$ cat config.mk
export PLATFORM = sky130hd
export DESIGN_NAME = twd_walker
export DESIGN_NICKNAME = d
export VERILOG_FILES = /design/src/rtl/twd_pkg.sv /design/src/rtl/twd_rst_sync.sv /design/src/rtl/twd_idx_sel.sv /design/src/rtl/twd_read_cnt.sv /design/src/rtl/twd_walker.sv
export SDC_FILE = /design/constraint.sdc
export NUM_CORES = 1
export LEC_CHECK = 0
export BUFFER_PORTS_ARGS = -buffer_cell sky130_fd_sc_hd__buf_2
export CORE_MARGIN = 3
export CORE_UTILIZATION = 50
export DETAILED_ROUTE_END_ITERATION = 8
export PLACE_DENSITY_LB_ADDON = 0.2
export SLEW_MARGIN = 20
export SYNTH_ARGS = -nofsm -noshare
export SYNTH_HDL_FRONTEND = slang
export SYNTH_SLANG_ARGS = --single-unit
export TNS_END_PERCENT = 100
$ cat constraint.sdc
create_clock -name clk -period 18.3 [get_ports clk]
set_clock_uncertainty 0.1 [all_clocks]
set_input_delay 0.915 -clock clk [delete_from_list [all_inputs] [get_ports clk]]
set_output_delay 0.915 -clock clk [all_outputs]
set_load 0.01 [all_outputs]
$ cat src/rtl/twd_pkg.sv
package twd_pkg;
  typedef enum logic [2:0] {
    ST_IDLE  = 3'd0,
    ST_NREQ  = 3'd1,
    ST_NWAIT = 3'd2,
    ST_GREQ  = 3'd3,
    ST_GWAIT = 3'd4,
    ST_RESP  = 3'd5
  } walk_state_e;
endpackage

$ cat src/rtl/twd_rst_sync.sv
module twd_rst_sync (
  input  logic clk,
  input  logic rst_n,
  output logic rst_sync_n
);
  logic [1:0] stage_q;

  always_ff @(posedge clk or negedge rst_n) begin
    if (!rst_n) stage_q <= 2'b00;
    else        stage_q <= {stage_q[0], 1'b1};
  end

  assign rst_sync_n = stage_q[1];
endmodule

$ cat src/rtl/twd_idx_sel.sv
module twd_idx_sel #(
  parameter int ADDR_W = 48,
  parameter int LEVELS = 4,
  parameter int IDX_W  = 9,
  parameter int OFF_W  = 12,
  parameter int LVL_W  = 2
) (
  input  logic [ADDR_W-1:0] addr,
  input  logic [LVL_W-1:0]  lvl,
  output logic [IDX_W-1:0]  idx
);
  logic [IDX_W-1:0] slice [LEVELS];

  for (genvar g = 0; g < LEVELS; g++) begin : g_lvl
    assign slice[g] = addr[OFF_W + g*IDX_W +: IDX_W];
  end

  assign idx = slice[lvl];
endmodule

$ cat src/rtl/twd_read_cnt.sv
module twd_read_cnt #(
  parameter int CNT_W = 5
) (
  input  logic             clk,
  input  logic             rst_n,
  input  logic             clr,
  input  logic             inc,
  output logic [CNT_W-1:0] count
);
  logic [CNT_W-1:0] count_d;
  logic             count_en;

  always_comb begin
    count_en = clr || (inc && (count != '1));
    count_d  = clr ? '0 : count + CNT_W'(1);
  end

  always_ff @(posedge clk or negedge rst_n) begin
    if (!rst_n)        count <= '0;
    else if (count_en) count <= count_d;
  end
endmodule

$ cat src/rtl/twd_walker.sv
module twd_walker
  import twd_pkg::*;
#(
  parameter int VA_W   = 48,
  parameter int PA_W   = 52,
  parameter int ENT_W  = 64,
  parameter int LEVELS = 4,
  parameter int IDX_W  = 9,
  parameter int OFF_W  = 12,
  parameter int CNT_W  = 5
) (
  input  logic              clk,
  input  logic              rst_n,
  input  logic              req_valid,
  input  logic [VA_W-1:0]   req_gva,
  input  logic              req_tlb_hit,
  input  logic [PA_W-1:0]   req_hit_spa,
  input  logic [PA_W-1:0]   guest_root,
  input  logic [PA_W-1:0]   nest_root,
  output logic              busy,
  output logic              rsp_valid,
  output logic [PA_W-1:0]   rsp_spa,
  output logic              rsp_fault,
  output logic              rsp_fault_nested,
  output logic [1:0]        rsp_fault_level,
  output logic              mem_req_valid,
  output logic [PA_W-1:0]   mem_req_addr,
  input  logic              mem_req_ready,
  input  logic              mem_rsp_valid,
  input  logic [ENT_W-1:0]  mem_rsp_data,
  output logic [CNT_W-1:0]  reads_issued
);
  localparam int LVL_W   = $clog2(LEVELS);
  localparam int FRAME_W = PA_W - OFF_W;
  localparam int STG_W   = $clog2(LEVELS + 1);
  localparam int ENT_SH  = $clog2(ENT_W / 8);

  logic rst_i_n;

  walk_state_e        state_q, state_d;
  logic [VA_W-1:0]    gva_q, gva_d;
  logic [FRAME_W-1:0] nroot_q, nroot_d;
  logic [PA_W-1:0]    gpa_q, gpa_d;
  logic [FRAME_W-1:0] nptr_q, nptr_d;
  logic [FRAME_W-1:0] gtab_q, gtab_d;
  logic [STG_W-1:0]   gstep_q, gstep_d;
  logic [LVL_W-1:0]   nlvl_q, nlvl_d;
  logic [PA_W-1:0]    spa_q, spa_d;
  logic               flt_q, flt_d;
  logic               fnest_q, fnest_d;
  logic [LVL_W-1:0]   flvl_q, flvl_d;
  logic               walk_en, rsp_en, cnt_clr;

  logic [LVL_W-1:0]   glvl;
  logic [IDX_W-1:0]   nidx, gidx;
  logic               ent_present;
  logic [FRAME_W-1:0] ent_frame;
  logic               last_guest;
  logic               ent_unused;

  twd_rst_sync u_rst (.clk(clk), .rst_n(rst_n), .rst_sync_n(rst_i_n));

  assign glvl = LVL_W'(LEVELS - 1) - gstep_q[LVL_W-1:0];

  twd_idx_sel #(.ADDR_W(VA_W), .LEVELS(LEVELS), .IDX_W(IDX_W), .OFF_W(OFF_W), .LVL_W(LVL_W))
    u_nidx (.addr(gpa_q[VA_W-1:0]), .lvl(nlvl_q), .idx(nidx));

  twd_idx_sel #(.ADDR_W(VA_W), .LEVELS(LEVELS), .IDX_W(IDX_W), .OFF_W(OFF_W), .LVL_W(LVL_W))
    u_gidx (.addr(gva_q), .lvl(glvl), .idx(gidx));

  assign ent_present = mem_rsp_data[0];
  assign ent_frame   = mem_rsp_data[PA_W-1:OFF_W];
  assign last_guest  = (gstep_q == STG_W'(LEVELS - 1));
  assign ent_unused  = ^{mem_rsp_data[ENT_W-1:PA_W], mem_rsp_data[OFF_W-1:1],
                         gpa_q[PA_W-1:VA_W], guest_root[OFF_W-1:0], nest_root[OFF_W-1:0]};

  always_comb begin
    state_d = state_q;
    gva_d   = gva_q;
    nroot_d = nroot_q;
    gpa_d   = gpa_q;
    nptr_d  = nptr_q;
    gtab_d  = gtab_q;
    gstep_d = gstep_q;
    nlvl_d  = nlvl_q;
    spa_d   = spa_q;
    flt_d   = flt_q;
    fnest_d = fnest_q;
    flvl_d  = flvl_q;
    walk_en = 1'b0;
    rsp_en  = 1'b0;
    cnt_clr = 1'b0;
    unique case (state_q)
      ST_IDLE: begin
        if (req_valid) begin
          walk_en = 1'b1;
          cnt_clr = 1'b1;
          gva_d   = req_gva;
          nroot_d = nest_root[PA_W-1:OFF_W];
          if (req_tlb_hit) begin
            rsp_en  = 1'b1;
            spa_d   = req_hit_spa;
            flt_d   = 1'b0;
            fnest_d = 1'b0;
            flvl_d  = '0;
            state_d = ST_RESP;
          end else begin
            gpa_d   = {guest_root[PA_W-1:OFF_W], OFF_W'(0)};
            gstep_d = '0;
            nlvl_d  = LVL_W'(LEVELS - 1);
            nptr_d  = nest_root[PA_W-1:OFF_W];
            state_d = ST_NREQ;
          end
        end
      end
      ST_NREQ: if (mem_req_ready) state_d = ST_NWAIT;
      ST_GREQ: if (mem_req_ready) state_d = ST_GWAIT;
      ST_NWAIT: begin
        if (mem_rsp_valid) begin
          walk_en = 1'b1;
          if (!ent_present) begin
            rsp_en  = 1'b1;
            spa_d   = '0;
            flt_d   = 1'b1;
            fnest_d = 1'b1;
            flvl_d  = nlvl_q;
            state_d = ST_RESP;
          end else if (nlvl_q != '0) begin
            nptr_d  = ent_frame;
            nlvl_d  = nlvl_q - LVL_W'(1);
            state_d = ST_NREQ;
          end else if (gstep_q == STG_W'(LEVELS)) begin
            rsp_en  = 1'b1;
            spa_d   = {ent_frame, gpa_q[OFF_W-1:0]};
            flt_d   = 1'b0;
            fnest_d = 1'b0;
            flvl_d  = '0;
            state_d = ST_RESP;
          end else begin
            gtab_d  = ent_frame;
            state_d = ST_GREQ;
          end
        end
      end
      ST_GWAIT: begin
        if (mem_rsp_valid) begin
          walk_en = 1'b1;
          if (!ent_present) begin
            rsp_en  = 1'b1;
            spa_d   = '0;
            flt_d   = 1'b1;
            fnest_d = 1'b0;
            flvl_d  = glvl;
            state_d = ST_RESP;
          end else begin
            gpa_d   = {ent_frame, last_guest ? gva_q[OFF_W-1:0] : OFF_W'(0)};
            gstep_d = gstep_q + STG_W'(1);
            nlvl_d  = LVL_W'(LEVELS - 1);
            nptr_d  = nroot_q;
            state_d = ST_NREQ;
          end
        end
      end
      ST_RESP: state_d = ST_IDLE;
      default: state_d = ST_IDLE;
    endcase
  end

  always_ff @(posedge clk or negedge rst_i_n) begin
    if (!rst_i_n) state_q <= ST_IDLE;
    else          state_q <= state_d;
  end

  always_ff @(posedge clk or negedge rst_i_n) begin
    if (!rst_i_n) begin
      gva_q   <= '0;
      nroot_q <= '0;
      gpa_q   <= '0;
      nptr_q  <= '0;
      gtab_q  <= '0;
      gstep_q <= '0;
      nlvl_q  <= '0;
    end else if (walk_en) begin
      gva_q   <= gva_d;
      nroot_q <= nroot_d;
      gpa_q   <= gpa_d;
      nptr_q  <= nptr_d;
      gtab_q  <= gtab_d;
      gstep_q <= gstep_d;
      nlvl_q  <= nlvl_d;
    end
  end

  always_ff @(posedge clk or negedge rst_i_n) begin
    if (!rst_i_n) begin
      spa_q   <= '0;
      flt_q   <= 1'b0;
      fnest_q <= 1'b0;
      flvl_q  <= '0;
    end else if (rsp_en) begin
      spa_q   <= spa_d;
      flt_q   <= flt_d;
      fnest_q <= fnest_d;
      flvl_q  <= flvl_d;
    end
  end

  twd_read_cnt #(.CNT_W(CNT_W)) u_cnt (
    .clk(clk), .rst_n(rst_i_n), .clr(cnt_clr),
    .inc(mem_req_valid && mem_req_ready), .count(reads_issued)
  );

  assign busy             = (state_q != ST_IDLE);
  assign rsp_valid        = (state_q == ST_RESP);
  assign rsp_spa          = spa_q;
  assign rsp_fault        = flt_q;
  assign rsp_fault_nested = fnest_q;
  assign rsp_fault_level  = 2'(flvl_q);
  assign mem_req_valid    = (state_q == ST_NREQ) || (state_q == ST_GREQ);
  assign mem_req_addr     = (state_q == ST_GREQ)
                          ? {gtab_q, OFF_W'(0)} + (PA_W'(gidx) << ENT_SH)
                          : {nptr_q, OFF_W'(0)} + (PA_W'(nidx) << ENT_SH);
endmodule

# [Word level (Yosys, flattened, before mapping)]
# Index checks and enable logic that the tools add are counted.
# W data, S select, Z words.
[totals] out_inout_bits=116 register_bits=287 input_bits=274 wordCells=152
[classes] n_mux=89 reduce_logical=16 add_sub_neg=6 n_lt_le_gt_ge=2 eq_ne=21 n_bitwise=4
[op_table] op="$mux W52" count=9
[op_table] op="$mux W40" count=7
[op_table] op="$mux W48" count=4
[op_table] op="$pmux W52 S3" count=1
[op_table] op="$pmux W40 S3" count=1
[op_table] op="$add A52 B12 Y52" count=2
[op_table] op="$pmux W48 S2" count=1
[op_table] op="$mux W3" count=14
[op_table] op="$bmux W9 S2" count=2
[op_table] op="$mux W9" count=4
[op_table] op="$mux W2" count=15
[op_table] op="$ne A2 B2 Y1 const B" count=11
[op_table] op="$mux W1" count=21
[op_table] op="$reduce_and A9 Y1" count=2
[op_table] op="$pmux W3 S5" count=1
[op_table] op="$mux W12" count=1
[op_table] op="$pmux W2 S3" count=2
[op_table] op="$reduce_and A6 Y1" count=2
[op_table] op="$eq A3 B2 Y1 const B" count=3
[op_table] op="$eq A3 B3 Y1 const B" count=3
[op_table] op="$pmux W1 S3" count=3
[op_table] op="$ge A3 B3 Y1 const B" count=2
[op_table] op="$ne A3 B3 Y1 const B" count=2
[op_table] op="$not A2 Y3" count=2
[op_table] op="18 further kinds" count=23

# [Longest topological paths before layout]
[depth] ltp_word=7 ltp_mapped=9

# [By module]
# Synthesis repeated with hierarchy kept, for this count alone.
[unflattened] hier_cells=1092 area_unflattened_um2=14356.3
[modules_own_cells] module="twd_walker" area_each_um2=13615.6 seq_area_each_um2=7006.7 instances=1 cells_per_inst=1044
[modules_own_cells] module="twd_idx_sel" area_each_um2=219.0 seq_area_each_um2=0.0 instances=2 cells_per_inst=11
[modules_own_cells] module="twd_read_cnt" area_each_um2=249.0 seq_area_each_um2=125.1 instances=1 cells_per_inst=23
[modules_own_cells] module="twd_rst_sync" area_each_um2=53.8 seq_area_each_um2=50.0 instances=1 cells_per_inst=3

# [Worst setup path after synthesis]
# No wires, ideal clock.
[synth_path] path_kind="flip-flop to output port" start="register state_q[0]" end="output mem_req_addr[41]" stages_incl_launch_ff=7 arrival_time_ns=1.520 required_ns=17.285 path_slack_ns=15.765 path_cell_list="dfrtp_1 inv_1 nor2_2 nand2_1 buf_2 buf_2 mux2_2"
[synth_between] elab_chain_len=2
[synth_lines] element="start: declaration" line="twd_walker.sv:40" text="walk_state_e state_q, state_d;"
[synth_lines] element="start signal: assignment" line="twd_walker.sv:171" text="else state_q <= state_d;"
[synth_lines] element="$eq A3 B2 Y1" line="twd_walker.sv:220" text="assign mem_req_addr = (state_q == ST_GREQ)"
[synth_lines] element="$mux W52" line="twd_walker.sv:221" text="? {gtab_q, OFF_W'(0)} + (PA_W'(gidx) << ENT_SH)"
[synth_lines] element="end: declaration" line="twd_walker.sv:27" text="output logic [PA_W-1:0] mem_req_addr,"
# No other way between the ends.

# [Final worst setup path]
[layout_path] start="register state_q[1]" end="output mem_req_addr[50]"
# Same word-level chain as after synthesis.

==> impl_metrics.prom <==
# TYPE chip_impl_metric gauge
chip_impl_info{name="status",value="complete, no violations"} 1
chip_impl_metric{name="timing.setup.tns",unit="ns"} 0
chip_impl_metric{name="globalplace.congestion",unit=""} 0.821
chip_impl_metric{name="share_of_the_clock_period_used_by_the_worst_path",unit=""} 0.219
chip_impl_metric{name="critical_path_arrival",unit="ns"} 2.99
chip_impl_metric{name="i_o_pin_cnt",unit=""} 390
chip_impl_metric{name="hpwlAfterDp",unit="mm"} 27.2
chip_impl_metric{name="first_iter_violations",unit=""} 773
chip_impl_info{name="clk_root_buffer_cell",value="clkbuf_16"} 1
chip_impl_info{name="hp-class",value="in2async"} 1
chip_impl_info{name="grt_setup_unrepaired",value="false"} 1
chip_impl_info{name="critPathKind",value="reg2out"} 1
chip_impl_metric{name="power_frac_clock",unit=""} 0.231
chip_impl_info{name="tritoncts",value="yes"} 1
chip_impl_metric{name="critical_path.max_fanout",unit=""} 50
chip_impl_metric{name="ff2ff_path_depth",unit=""} 5
chip_impl_metric{name="async_reset_ff_frac",unit=""} 1.00
chip_impl_metric{name="final-setup-viol-count",unit=""} 0
chip_impl_metric{name="crit_path_required_time",unit="ns"} 17.28
chip_impl_metric{name="clock_path_buffers",unit=""} 3
chip_impl_metric{name="die_w",unit="um"} 175
chip_impl_info{name="synth.top_cells.by_area",value="dfrtp_1 (50%), mux2_2 (20%), o21ai_0 (3.8%)"} 1
chip_impl_metric{name="syn-mean-instance-area",unit="um2"} 11.8
chip_impl_metric{name="synth-edff-count",unit=""} 0
chip_impl_metric{name="total_cts_buffers",unit=""} 34
chip_impl_metric{name="synthDominantCellAreaShare",unit=""} 0.504
chip_impl_metric{name="internal_power",unit="mW"} 1.92
chip_impl_info{name="postSynth.topFlopCell",value="dfrtp_1"} 1
chip_impl_metric{name="cts.reportedPaths.clkPinSlew",unit="ns"} 0.06
chip_impl_metric{name="cts_hold_buf",unit=""} 0
chip_impl_info{name="worst_setup_path_start_kind",value="flop"} 1
chip_impl_metric{name="power.density",unit="mW/mm2"} 172
chip_impl_metric{name="syn-cell-area",unit="mm2"} 0.0142
chip_impl_metric{name="relative_max_transition_margin",unit=""} 0.262
chip_impl_metric{name="yosys_warnings",unit=""} 0
chip_impl_metric{name="ctsHtreeMaxLevel",unit=""} 2
chip_impl_metric{name="detail_route.drc_violations",unit=""} 0
chip_impl_metric{name="drt_pass1_iterations",unit=""} 5
chip_impl_metric{name="routedWlPerCell",unit="um"} 21.7
chip_impl_metric{name="grt_pass1_vias",unit=""} 11400
chip_impl_metric{name="synthDistinctLibCells",unit=""} 56
chip_impl_metric{name="io_buffers",unit=""} 335
chip_impl_metric{name="die_y",unit="um"} 175
chip_impl_metric{name="ant_nets",unit=""} 0
chip_impl_info{name="layout.cells.most_common_list",value="buf_2 (335), dfrtp_1 (285), mux2_2 (248)"} 1
chip_impl_metric{name="cts_setup_buffers",unit=""} 0
chip_impl_info{name="worst_setup_path_end_kind",value="primary output"} 1
chip_impl_metric{name="post_drt_via_cell_ratio",unit=""} 5.79
chip_impl_metric{name="grt_max_degree",unit=""} 161
chip_impl_metric{name="vias",unit=""} 11000
chip_impl_metric{name="maxCapViolCount",unit=""} 0
chip_impl_metric{name="fin_total_pwr",unit="mW"} 2.95
chip_impl_metric{name="synthesis.instances",unit=""} 1210
chip_impl_metric{name="power.ir.vdd_worst",unit="V"} 0.0000946
chip_impl_metric{name="area_growth_syn_to_layout",unit="%"} 20.8
chip_impl_metric{name="maxClockFrequency",unit="MHz"} 250
chip_impl_metric{name="globalRoute.totalOverflow",unit=""} 0
chip_impl_info{name="yosys_top_cell_by_area",value="dfrtp_1"} 1
chip_impl_metric{name="initial_utilization",unit=""} 0.510
chip_impl_metric{name="worst_pin_slew",unit="ns"} 1.11
chip_impl_metric{name="share_seq_of_total_power",unit=""} 0.360
chip_impl_metric{name="sw_frac_of_total",unit=""} 0.351
chip_impl_metric{name="design.final.nets",unit=""} 1773
chip_impl_metric{name="grt_antenna_before_repair",unit=""} 7
chip_impl_metric{name="global_route.usage.total",unit=""} 0.265
chip_impl_metric{name="design.core.area",unit="mm2"} 0.0279
chip_impl_metric{name="drive_above_1_share",unit=""} 0.469
chip_impl_metric{name="power_frac_comb",unit=""} 0.409
chip_impl_metric{name="final_report_max_slew_violation_count",unit=""} 0
chip_impl_metric{name="post_route_standard_cell_area_excluding_fillers",unit="mm2"} 0.0172
chip_impl_metric{name="grt_pass1_wl",unit="mm"} 64.1
chip_impl_info{name="layout.cells.most_common",value="buf_2"} 1
chip_impl_metric{name="final_critical_path_required_period",unit="ns"} 4.01
chip_impl_metric{name="area_of_placed_instances",unit="mm2"} 0.0160
chip_impl_metric{name="std_cell_rows",unit=""} 61
chip_impl_metric{name="power_leakage",unit="nW"} 8.24
chip_impl_metric{name="insertion_delay",unit="ns"} 0.52
chip_impl_metric{name="drt_wl_total",unit="mm"} 41.3
chip_impl_metric{name="floorplan.die_area",unit="mm2"} 0.0305
chip_impl_metric{name="number_of_synthesized_register_bits",unit=""} 287
chip_impl_metric{name="hold_viol",unit=""} 0
chip_impl_metric{name="number_of_resized_instances_in_the_post_cts_repair_step",unit=""} 0
chip_impl_metric{name="synth.yosys.seq_area_share",unit=""} 0.504
chip_impl_metric{name="tritoncts_num_sinks",unit=""} 287
chip_impl_metric{name="power.switching",unit="mW"} 1.04
[cell families (layout without fill, tap and decap cells)]
| group | after synthesis | after routing | synth area share |
|---|---|---|---|
| AND/OR/NAND/NOR | 207 | 207 | 0.0675 |
| XOR/XNOR | 3 | 3 | 0.00185 |
| adder cells (fa/ha/maj) | 6 | 6 | 0.00527 |
| flip-flops | 287 | 287 | 0.504 |
| buffers and inverters | 118 | 425 | 0.0416 |
| multiplexers | 330 | 330 | 0.277 |
| other | 2 | 6 | 0.000528 |
| AO/OA/AOI/OAI | 257 | 257 | 0.102 |
[metrics by stage]
step	hold slack, ns	std cells	setup WS [ns]	utilization
after detailed placement	0.241	1835	14.76	0.574
after global placement	0.240	1834	14.78	0.574
after global routing	0.0737	1899	14.18	0.616
after floorplan	0.231	1212	9.61	-
final	0.0949	1899	14.29	0.616
after CTS	0.0751	1897	14.28	0.616
[synthesized netlist by cell type, types with 2 or more instances]
cell	n
a21oi_1	51
mux4_2	18
inv_1	11
buf_2	41
o22ai_1	80
mux2i_1	38
nand3_1	49
mux2_4	20
nor3_1	2
nand2_1	116
buf_4	8
nor2b_1	6
nor3b_2	2
or2_2	2
o21ba_2	2
clkbuf_1	37
nor3b_1	2
xor2_1	2
dfrtp_1	287
o21ai_0	108
mux2_2	248
nand2b_1	2
conb_1	2
buf_6	9
buf_1	11
a2bb2oi_1	2
nor2_1	11
o31ai_1	2
ha_1	6
mux2_1	6
and3_1	4
[final timing paths]
path / start / to / slack [ns]
setup / recovery: state_q[1] / mem_req_addr[50] / 14.29
hold / removal: rst_n / u_rst.stage_q[1] / 0.09
setup reg to reg: state_q[2] / nroot_q[30] / 14.76
hold reg to reg: u_rst.stage_q[0] / u_rst.stage_q[1] / 0.25
max in group asynchronous: u_rst.stage_q[1] / nptr_q[29] / 16.28
min in group clk: u_rst.stage_q[0] / u_rst.stage_q[1] / 0.25
[flip-flops by register name, summed over array words and instances, names as in the netlist]
signal,count
rsp_fault,1
nptr_q,40
u_rst.stage_q,2
u_cnt.count,5
gva_q,48
gstep_q,3
rsp_spa,52
rsp_fault_level,2
state_q,3
gpa_q,48
gtab_q,40
nlvl_q,2
nroot_q,40
rsp_fault_nested,1
[cell type report]
type,instances,area (um2)
Inverter,12,45.0
Multi-Input combinational cell,807,6510
Antenna cell,2,5.00
Sequential cell,287,7190
Fill cell,2339,10700
Clock inverter,7,78.8
Timing Repair Buffer,351,1830
Clock buffer,55,1070
Tap cell,378,473
[metal layers]
metal,up-vias,routed length [um],track usage
met5,-,62,0
met1,5559,17800,0.367
met3,75,2660,0.0517
li1,4953,-,-
met2,400,19600,0.427
met4,10,1140,0.0795
[power by group through the flow]
stage	logic (mW)	registers (mW)	clock network [mW]
6_report	1.21	1.06	0.682
5_1_grt	1.31	1.09	0.723
4_1_cts	1.22	1.06	0.695
3_5_place_dp	1.22	1.07	0
3_3_place_gp	1.18	1.06	0
2_1_floorplan	0.847	1.04	0
[worst max-delay path, stage by stage (launching register included)]
cell	delay (ns)
dfrtp_4	0.71
nand2_2	0.65
buf_4	0.52
mux2_2	0.41
buf_2	0.15
No activity file was read; power rests on OpenSTA's default activity.
